==> config.mk <==
export PLATFORM = sky130hd
export DESIGN_NAME = xmem_strobe_gen
export DESIGN_NICKNAME = d
export VERILOG_FILES = /design/src/rtl/xsg_pkg.sv /design/src/rtl/xsg_bank_decode.sv /design/src/rtl/xsg_seq.sv /design/src/rtl/xsg_edge_win.sv /design/src/rtl/xmem_strobe_gen.sv
export SDC_FILE = /design/constraint.sdc
export NUM_CORES = 1
export LEC_CHECK = 0
export CAP_MARGIN = 5
export CORE_ASPECT_RATIO = 1.75
export CORE_MARGIN = 5
export CORE_UTILIZATION = 40
export DETAILED_ROUTE_END_ITERATION = 6
export PLACE_DENSITY = 0.66
export SLEW_MARGIN = 20
export SYNTH_ARGS = -nofsm -noshare
export SYNTH_HDL_FRONTEND = slang
export SYNTH_SLANG_ARGS = --single-unit
export TNS_END_PERCENT = 30
==> constraint.sdc <==
create_clock -name clk -period 3.31 [get_ports clk]
set_clock_uncertainty 0.2 [all_clocks]
set_input_delay 0.8275 -clock clk [delete_from_list [all_inputs] [get_ports clk]]
set_output_delay 0.8275 -clock clk [all_outputs]
set_load 0.1 [all_outputs]
==> src/rtl/xsg_pkg.sv <==
package xsg_pkg;
  localparam int DUR_W  = 4;
  localparam int REL_W  = 2;
  localparam int EDGE_W = 4;
  localparam int DRV_W  = 3;
  localparam int PH_W   = DUR_W + 2;
  localparam int NUM_STB = 4;

  typedef enum int {STB_CE = 0, STB_OE = 1, STB_WE = 2, STB_DV = 3} stb_idx_e;

  // One bank's timing word, MSB first.
  typedef struct packed {
    logic              wait_en;
    logic [DRV_W-1:0]  drv_dly;
    logic [EDGE_W-1:0] we_off;
    logic [EDGE_W-1:0] we_on;
    logic [EDGE_W-1:0] oe_on;
    logic [EDGE_W-1:0] ce_off;
    logic [EDGE_W-1:0] ce_on;
    logic [REL_W-1:0]  rel;
    logic [DUR_W-1:0]  dur;
  } bank_cfg_t;

  localparam int CFG_W = $bits(bank_cfg_t);

  // Edge positions in phases, already clamped.
  typedef struct packed {
    logic [PH_W-1:0]  last;
    logic [PH_W-1:0]  ce_a;
    logic [PH_W-1:0]  ce_d;
    logic [PH_W-1:0]  oe_a;
    logic [PH_W-1:0]  we_a;
    logic [PH_W-1:0]  we_d;
    logic [PH_W-1:0]  dv_a;
    logic [PH_W-1:0]  hold;
    logic [REL_W:0]   rel_ph;
    logic             wait_en;
    logic             wr;
  } timing_t;
endpackage

==> src/rtl/xsg_bank_decode.sv <==
module xsg_bank_decode
  import xsg_pkg::*;
#(
  parameter int NUM_BANKS = 4,
  parameter int BANK_W    = 2
) (
  input  logic [NUM_BANKS*CFG_W-1:0] cfg_flat,
  input  logic [BANK_W-1:0]          bank,
  input  logic                       wr,
  output timing_t                    tim
);
  bank_cfg_t cfg_arr [NUM_BANKS];
  bank_cfg_t sel;
  logic [PH_W-1:0] len, ce_end, we_end, min_end;

  for (genvar g = 0; g < NUM_BANKS; g++) begin : g_unpack
    assign cfg_arr[g] = cfg_flat[g*CFG_W +: CFG_W];
  end

  function automatic logic [PH_W-1:0] clamp_to(input logic [PH_W-1:0] v,
                                               input logic [PH_W-1:0] lim);
    return (v > lim) ? lim : v;
  endfunction

  always_comb begin
    if (int'(bank) < NUM_BANKS) sel = cfg_arr[bank];
    else                        sel = '0;
    len     = PH_W'({sel.dur, 1'b0}) + PH_W'(2);
    ce_end  = len - clamp_to(PH_W'(sel.ce_off), len);
    we_end  = len - clamp_to(PH_W'(sel.we_off), len);
    min_end = (wr && (we_end < ce_end)) ? we_end : ce_end;

    tim.last    = len - PH_W'(1);
    tim.ce_a    = clamp_to(PH_W'(sel.ce_on), len);
    tim.ce_d    = ce_end;
    tim.oe_a    = clamp_to(PH_W'(sel.oe_on), len);
    tim.we_a    = clamp_to(PH_W'(sel.we_on), len);
    tim.we_d    = we_end;
    tim.dv_a    = clamp_to(PH_W'(sel.drv_dly), len);
    tim.hold    = (min_end == '0) ? '0 : min_end - PH_W'(1);
    tim.rel_ph  = {sel.rel, 1'b0};
    tim.wait_en = sel.wait_en;
    tim.wr      = wr;
  end
endmodule

==> src/rtl/xsg_seq.sv <==
module xsg_seq
  import xsg_pkg::*;
(
  input  logic            clk,
  input  logic            rst_n,
  input  logic            start,
  input  logic            mem_wait,
  input  timing_t         tim_in,
  output timing_t         tim_q,
  output logic [PH_W-1:0] ph,
  output logic            busy,
  output logic            ready,
  output logic            done
);
  logic            busy_q, busy_d;
  logic [PH_W-1:0] ph_q, ph_d;
  logic [REL_W:0]  rel_q, rel_d;
  logic            accept, stall, fin;
  logic            st_en, tim_en;

  always_comb begin
    ready  = !busy_q && (rel_q == '0);
    accept = start && ready;
    stall  = busy_q && tim_q.wait_en && mem_wait && (ph_q == tim_q.hold);
    fin    = busy_q && !stall && (ph_q == tim_q.last);
    busy_d = busy_q;
    ph_d   = ph_q;
    rel_d  = rel_q;
    tim_en = accept;
    if (accept) begin
      busy_d = 1'b1;
      ph_d   = '0;
    end else if (busy_q) begin
      if (fin) begin
        busy_d = 1'b0;
        rel_d  = tim_q.rel_ph;
      end else if (!stall) begin
        ph_d = ph_q + PH_W'(1);
      end
    end else if (rel_q != '0) begin
      rel_d = rel_q - 1'b1;
    end
    st_en = accept || busy_q || (rel_q != '0);
  end

  always_ff @(posedge clk or negedge rst_n) begin
    if (!rst_n) begin
      busy_q <= 1'b0;
      ph_q   <= '0;
      rel_q  <= '0;
    end else if (st_en) begin
      busy_q <= busy_d;
      ph_q   <= ph_d;
      rel_q  <= rel_d;
    end
  end

  always_ff @(posedge clk or negedge rst_n) begin
    if (!rst_n)      tim_q <= '0;
    else if (tim_en) tim_q <= tim_in;
  end

  assign ph   = ph_q;
  assign busy = busy_q;
  assign done = fin;
endmodule

==> src/rtl/xsg_edge_win.sv <==
module xsg_edge_win
  import xsg_pkg::*;
(
  input  logic            en,
  input  logic [PH_W-1:0] ph,
  input  logic [PH_W-1:0] on_ph,
  input  logic [PH_W-1:0] off_ph,
  output logic            act
);
  assign act = en && (ph >= on_ph) && (ph < off_ph);
endmodule

==> src/rtl/xmem_strobe_gen.sv <==
module xmem_strobe_gen
  import xsg_pkg::*;
#(
  parameter int NUM_BANKS = 4,
  localparam int BANK_W = (NUM_BANKS > 1) ? $clog2(NUM_BANKS) : 1
) (
  input  logic                       clk,
  input  logic                       rst_n,
  input  logic [NUM_BANKS*CFG_W-1:0] cfg_flat,
  input  logic                       start,
  input  logic [BANK_W-1:0]          bank,
  input  logic                       wr,
  input  logic                       mem_wait,
  output logic                       ready,
  output logic                       busy,
  output logic                       done,
  output logic                       ce_n,
  output logic                       oe_n,
  output logic                       we_n,
  output logic                       dq_oe
);
  logic [1:0]      rst_pipe;
  logic            rst_i;
  timing_t         tim_new, tim_q;
  logic [PH_W-1:0] ph, len_q;
  logic [PH_W-1:0] on_arr  [NUM_STB];
  logic [PH_W-1:0] off_arr [NUM_STB];
  logic            en_arr  [NUM_STB];
  logic            act_arr [NUM_STB];

  // Asynchronous assert, synchronous release.
  always_ff @(posedge clk or negedge rst_n) begin
    if (!rst_n) rst_pipe <= 2'b00;
    else        rst_pipe <= {rst_pipe[0], 1'b1};
  end
  assign rst_i = rst_pipe[1];

  xsg_bank_decode #(.NUM_BANKS(NUM_BANKS), .BANK_W(BANK_W)) i_decode (
    .cfg_flat (cfg_flat),
    .bank     (bank),
    .wr       (wr),
    .tim      (tim_new)
  );

  xsg_seq i_seq (
    .clk      (clk),
    .rst_n    (rst_i),
    .start    (start),
    .mem_wait (mem_wait),
    .tim_in   (tim_new),
    .tim_q    (tim_q),
    .ph       (ph),
    .busy     (busy),
    .ready    (ready),
    .done     (done)
  );

  assign len_q = tim_q.last + PH_W'(1);

  always_comb begin
    on_arr[STB_CE]  = tim_q.ce_a;  off_arr[STB_CE] = tim_q.ce_d;  en_arr[STB_CE] = busy;
    on_arr[STB_OE]  = tim_q.oe_a;  off_arr[STB_OE] = len_q;       en_arr[STB_OE] = busy && !tim_q.wr;
    on_arr[STB_WE]  = tim_q.we_a;  off_arr[STB_WE] = tim_q.we_d;  en_arr[STB_WE] = busy && tim_q.wr;
    on_arr[STB_DV]  = tim_q.dv_a;  off_arr[STB_DV] = len_q;       en_arr[STB_DV] = busy && tim_q.wr;
  end

  for (genvar s = 0; s < NUM_STB; s++) begin : g_stb
    xsg_edge_win i_win (
      .en     (en_arr[s]),
      .ph     (ph),
      .on_ph  (on_arr[s]),
      .off_ph (off_arr[s]),
      .act    (act_arr[s])
    );
  end

  assign ce_n  = !act_arr[STB_CE];
  assign oe_n  = !act_arr[STB_OE];
  assign we_n  = !act_arr[STB_WE];
  assign dq_oe = act_arr[STB_DV];
endmodule

# Yosys cells after proc, flatten, opt, wreduce, memory -nomap -nowiden
# Cells that the tools add are included.
[totals] latch_bits=0 reg_bits=64 mem_bits_rw=0 memories=0 romBits=0
[classes] shift=0 n_reduce_logical=33 eq_ne=5 n_addsub=8 bitwise_logic=2 mul=0 div=0 muxes=21 order_cmp=15
[ops] cell="2-to-1 mux 6 bit" count=12
[ops] cell="binary-select mux 30 bit (select 2 bit)" count=1
[ops] cell="2-to-1 mux 30 bit" count=2
[ops] cell="> comparator 4 x 6 -> 1 bit" count=5
[ops] cell=">= comparator 6 bit" count=4
[ops] cell="< comparator 6 bit" count=4
[ops] cell="logical AND 1 bit" count=18
[ops] cell="adder 6 x 1 -> 6 bit, second input constant" count=2
[ops] cell="equality test 6 bit" count=2
[ops] cell="subtractor 6 x 1 -> 6 bit, second input constant" count=2
[ops] cell="subtractor 6 bit" count=2
[ops] cell="2-to-1 mux 3 bit" count=3
[ops] cell="AND reduction 4 bit" count=2
[ops] cell="adder 5 x 2 -> 6 bit, second input constant" count=1
[ops] cell="> comparator 3 x 6 -> 1 bit" count=1
[ops] cell="logical NOT 1 bit" count=6
[ops] cell="logical NOT 6 bit" count=1
[ops] cell="inequality test 2 x 1 -> 1 bit, second input constant" count=2
[ops] cell="nonzero test 2 bit" count=2
[ops] cell=">= comparator 3 bit, second input constant" count=1
[ops] cell="logical NOT 3 bit" count=1
[ops] cell="2-to-1 mux 1 bit" count=3
[ops] cell="inverter 2 -> 3 bit" count=1
[ops] cell="nonzero test 3 bit" count=1
[ops] cell="4 further kinds" count=5

# Longest topological paths before layout
[depth] word_depth=13 ltp_mapped=34 mapped_depth_nobuf=33

# By module
# A second synthesis with hierarchy kept.
[hier_totals] hier_cells=748 hier_area_um2=6381.1
[by_module_without_submodules] mod="xsg_seq" n_inst=1 cells_each=300 seq_area_each_um2=1576.5 area_each_um2=2711.4
[by_module_without_submodules] mod="xsg_bank_decode" n_inst=1 cells_each=279 seq_area_each_um2=0.0 area_each_um2=2378.5
[by_module_without_submodules] mod="xsg_edge_win" n_inst=4 cells_each=38 seq_area_each_um2=0.0 area_each_um2=284.0
[by_module_without_submodules] mod="xmem_strobe_gen" n_inst=1 cells_each=17 seq_area_each_um2=50.0 area_each_um2=155.1

# Worst setup path before layout
# No wires, ideal clock.
[synth_timing] kind="input-to-reg" start="input port bank[0]" end="register i_seq.tim_q[7] (netlist name)" setup_ps=140 n_path_buf=4 slack_ps=-4933 cell_stages=28 t_arrival_ps=7903 required_ps=2970 cell_sequence="buf_6 -> buf_1 -> buf_1 -> clkbuf_1 -> mux4_2 -> ha_1 -> and3b_1 -> o2bb2ai_1 -> o31ai_1 -> and3_2 -> mux2i_1 -> ha_1 -> a21o_1 -> o21bai_1 -> xor2_1 -> ha_1 -> a21o_1 -> a211oi_1 -> a31oi_1 -> a211oi_4 -> maj3_4 -> nand2_4 -> mux2_4 -> inv_1 -> ha_1 -> nand4_1 -> o311ai_2 -> o21ai_0"
[synth_lines] item="start: declaration" line="xmem_strobe_gen.sv:11" source="input logic [BANK_W-1:0] bank,"

# Worst setup path in the final report
[layout_timing] start="input port bank[0]" end="register i_seq.tim_q[9] (netlist name)"
[layout_between] elab_chain_len=13
[layout_lines] item="inverter 2 -> 3 bit (not written as such) (*)" line="xsg_bank_decode.sv:26" source="if (int'(bank) < NUM_BANKS) sel = cfg_arr[bank];"
[layout_lines] item="binary-select mux 30 bit (select 2 bit) (*)" line="xsg_bank_decode.sv:26"
[layout_lines] item="2-to-1 mux 30 bit (not written as such) (*) (2 in a row)" line="xsg_bank_decode.sv:26"
[layout_lines] item="adder 5 x 2 -> 6 bit" line="xsg_bank_decode.sv:28" source="len = PH_W'({sel.dur, 1'b0}) + PH_W'(2);"
[layout_lines] item="> comparator 4 x 6 -> 1 bit" line="xsg_bank_decode.sv:22" source="return (v > lim) ? lim : v;"
[layout_lines] item="2-to-1 mux 6 bit" line="xsg_bank_decode.sv:22"
[layout_lines] item="subtractor 6 bit, on equally long branches" line="xsg_bank_decode.sv:30, xsg_bank_decode.sv:29"
[layout_lines] item="< comparator 6 bit" line="xsg_bank_decode.sv:31" source="min_end = (wr && (we_end < ce_end)) ? we_end : ce_end;"
[layout_lines] item="logical AND 1 bit" line="xsg_bank_decode.sv:31"
[layout_lines] item="2-to-1 mux 6 bit (*)" line="xsg_bank_decode.sv:31"
[layout_lines] item="subtractor 6 x 1 -> 6 bit or logical NOT 6 bit (tied branches)" line="xsg_bank_decode.sv:40" source="tim.hold = (min_end == '0) ? '0 : min_end - PH_W'(1);"
[layout_lines] item="2-to-1 mux 6 bit (*)" line="xsg_bank_decode.sv:40"
# Mark *: on every way between the ends. The rest lies on a longest branch, timed or not. The select of a mux whose other input is x is not followed.
# A chain may end at the register's enable or synchronous reset.

==> summary.md <==
| Metric | Value |
|---|---|
| Status | `finished with violations` |
| Failing checks | `negative setup slack` |
| Routability cong. | `0.884` |
| Final Hold Fails | `0` |
| Final Core Density | `0.647` |
| Area growth from synthesis to layout | `58.6%` |
| H-tree depth | `3` |
| Largest net degree at the start of global routing | `43` |
| Most frequent cells in the layout | `buf_4, clkdlybuf4s50_1, nand2_1` |
| # DRC | `0` |
| Share of flip-flops with an asynchronous set or reset | `1.00` |
| Iteration-0 DRC count of the detailed router | `279` |
| Overall die width | `102 µm` |
| # nets final | `1,104` |
| Period minus WS final | `6.59 ns` |
| Unrepaired setup endpoints after global routing | `true` |
| Via count | `5,913` |
| Design Area, Final | `0.00934 mm²` |
| Share of layout cells above drive strength 1 | `0.317` |
| CTS clock-pin slew for the worst setup and hold paths | `0.06 ns` |
| Worst Setup End Kind | `flop` |
| CTS sink count | `64` |
| Slowest CP cell | `mux4_2` |
| Gr usage total | `0.224` |
| Slew headroom | `0.522` |
| Final setup violation count | `21` |
| Leak | `4.31 nW` |
| Fin. max-slew vios | `0` |
| Global route total overflow | `0` |
| Cell mode on critical path | `ha_4` |
| Most common cell after layout, fill and taps aside | `buf_4` |
| Worst slew pin tran | `0.715 ns` |
| Num CTS Buffers | `9` |
| Yosys Warn Count | `0` |
| Drt wl/cell | `17.7 µm` |
| Tcrit/Tclk final | `1.99` |
| Syn nets | `837` |
| Flops & latches, synth | `64` |
| Initial antenna violation count | `0` |
| Post-route ant nets | `0` |
| Commonest register cell after synthesis | `dfrtp_1` |
| Final wirelength | `19.4 mm` |
| Diode count | `0` |
| Crit path launch type | `input port` |
| HPWL Detailed | `14.7 mm` |
| Max_cap viols | `0` |
| Vias in the first global route | `6,730` |
| I/O pin cnt | `134` |
| Die height | `171 µm` |
| CP max stage delay | `0.53 ns` |
| Worst EP required | `3.32 ns` |
| Worst Path Buf+Inv | `4` |
| Post-synthesis average cell area | `9.22 µm²` |
| Synthesized area | `0.00589 mm²` |
| R2r setup slk | `0.75 ns` |
| Worst-Skew Late Latency | `0.33 ns` |
| # rows | `58` |
| Vias/cell | `5.42` |
| Max frequency | `0.152 GHz` |
| First-pass GRT wire length | `30.6 mm` |
| I/O Buffers | `133` |
| VDD IR max | `0.000458 V` |
| DIE AREA | `0.0173 mm²` |
| Worst min path class | `flop to async pin` |
| Data arrival, critical path | `6.59 ns` |
| TritonRoute pass-1 iters | `5` |
| Pwr/cell area | `858 mW/mm²` |
| Netlist cell types | `73` |
| EDFF count, synth | `0` |
| Sequential-to-total area share from yosys stat | `0.272` |
| Initial Util | `0.408` |
| Post-DP Area | `0.00829 mm²` |
| Synthesized instance count | `639` |
| Root Buffer | `clkbuf_16` |
| Overall power | `8.01 mW` |
| Kind of critical path | `input port to flop` |
| CTS tree | `done` |
| Critical Path Fanout Max | `5` |
| CTS Buffer Depth | `2` |
| Core footprint | `0.0144 mm²` |
| Family with the most delay on the worst path | `compound AO/OA/AOI/OAI gates` |
| Setup WS post-layout | `-3.28 ns` |
-- worst reg2reg max path, delay by kind of cell (launching register included) --
family	cells	cell delay, ns
and+or+nand+nor	4	1.16
buffers and inverters	2	0.47
DFF	1	0.38
adders and majority gates	1	0.15
AOI/OAI and AO/OA	1	0.08
-- report_power, final --
group,internal (mW),switching [mW]
Sequential,1.12,0.270
Clock,0.591,0.371
Combinational,2.82,2.83
Total,4.54,3.47
-- final timing paths --
check                          startpoint               to  cells past startpoint
max                               bank[0]   i_seq.tim_q[9]                     28
min                           rst_pipe[1]      i_seq.ph[4]                      0
max reg2reg                i_seq.rel_q[0]  i_seq.tim_q[18]                      8
min reg2reg                   rst_pipe[1]      i_seq.ph[4]                      0
max in group asynchronous     rst_pipe[1]   i_seq.tim_q[6]                      1
min in group clk              rst_pipe[0]      rst_pipe[1]                      0
-- through the flow --
step / worst slack [ns] / TNS [ns] / hold slack, ns / instances
4_1_cts: -3.18 / -31.34 / 0.0985 / 1088
3_5_place_dp: -4.19 / -55.00 / 0.0895 / 1030
3_3_place_gp: -3.94 / -50.13 / 0.0718 / 1030
5_1_grt: -3.48 / -36.36 / 0.138 / 1091
2_1_floorplan: -3.92 / -42.46 / 0.131 / 639
6_report: -3.28 / -32.63 / 0.0787 / 1091
-- routing by layer --
layer | share of wire | vias up | GRT usage
met3 | 0.043 | 85 | 0.0363
met1 | 0.32 | 2785 | 0.200
met5 | 0 | - | 0
met2 | 0.56 | 244 | 0.439
met4 | 0.068 | 0 | 0.152
li1 | - | 2799 | -
-- cell families (layout without fill, tap and decap cells) --
family                     after synthesis  count (layout)  share of synthesized area
muxes                                   49              49                      0.145
xor gates and xnor gates                38              38                     0.0591
and+or+nand+nor                        215             215                      0.178
adders and majority gates               72              72                      0.156
DFF                                     64              64                      0.272
other                                    1               1                   0.000637
buffers and inverters                   78             350                     0.0548
AOI/OAI and AO/OA                      122             122                      0.135
-- area by class of cell --
class / instances / area [µm²]
Timing Repair Buffer: 279 / 2580
Fill cell: 1125 / 5100
Clock buffer: 9 / 225
Multi-Input combinational cell: 497 / 4410
Sequential cell: 64 / 1600
Tap cell: 180 / 225
Inverter: 55 / 216
Clock inverter: 7 / 80.1
-- registers in the layout, summed over array words and instances, names as in the netlist --
name         flops
i_seq.busy       1
i_seq.ph         6
i_seq.rel_q      3
i_seq.tim_q     52
rst_pipe         2
-- Yosys cell counts (all sizes together), types with 2 or more instances --
master   instances  share of area
ha              69           0.15
a31oi            5         0.0079
o31ai            4         0.0059
a21boi           2         0.0025
nor2            35          0.024
a211oi           2         0.0047
nand2b          14          0.015
a21o             8          0.010
nand3           20          0.017
o22ai            4         0.0042
mux2i           18          0.033
inv             54          0.035
a21oi           26          0.022
nor3b            2         0.0025
mux2             4         0.0089
nor2b           14          0.015
buf             11          0.012
clkbuf          12         0.0076
fa               2         0.0068
nand4            6         0.0064
o21ai           51          0.046
mux4            27           0.10
a221o            2         0.0034
o21a             5         0.0064
o2bb2ai          2         0.0030
o211a            2         0.0034
xnor2           23          0.035
nor4             5         0.0053
nand4bb          2         0.0038
nand2           91          0.060
and2             2         0.0021
or2              2         0.0021
xor2            15          0.024
nor3             5         0.0042
and3b            3         0.0045
and3             9         0.0098
dfrtp           64           0.27
-- what timing repair did --
action                                  CTS  global route
endpoints found under the hold margin     0             0
endpoints found under the setup margin   35            29
hold buffers                              0             0
gates resized for setup                  91            51
pin swaps                                33            27
buffers inserted                         42            23
Power figures use the tool's default switching activity.
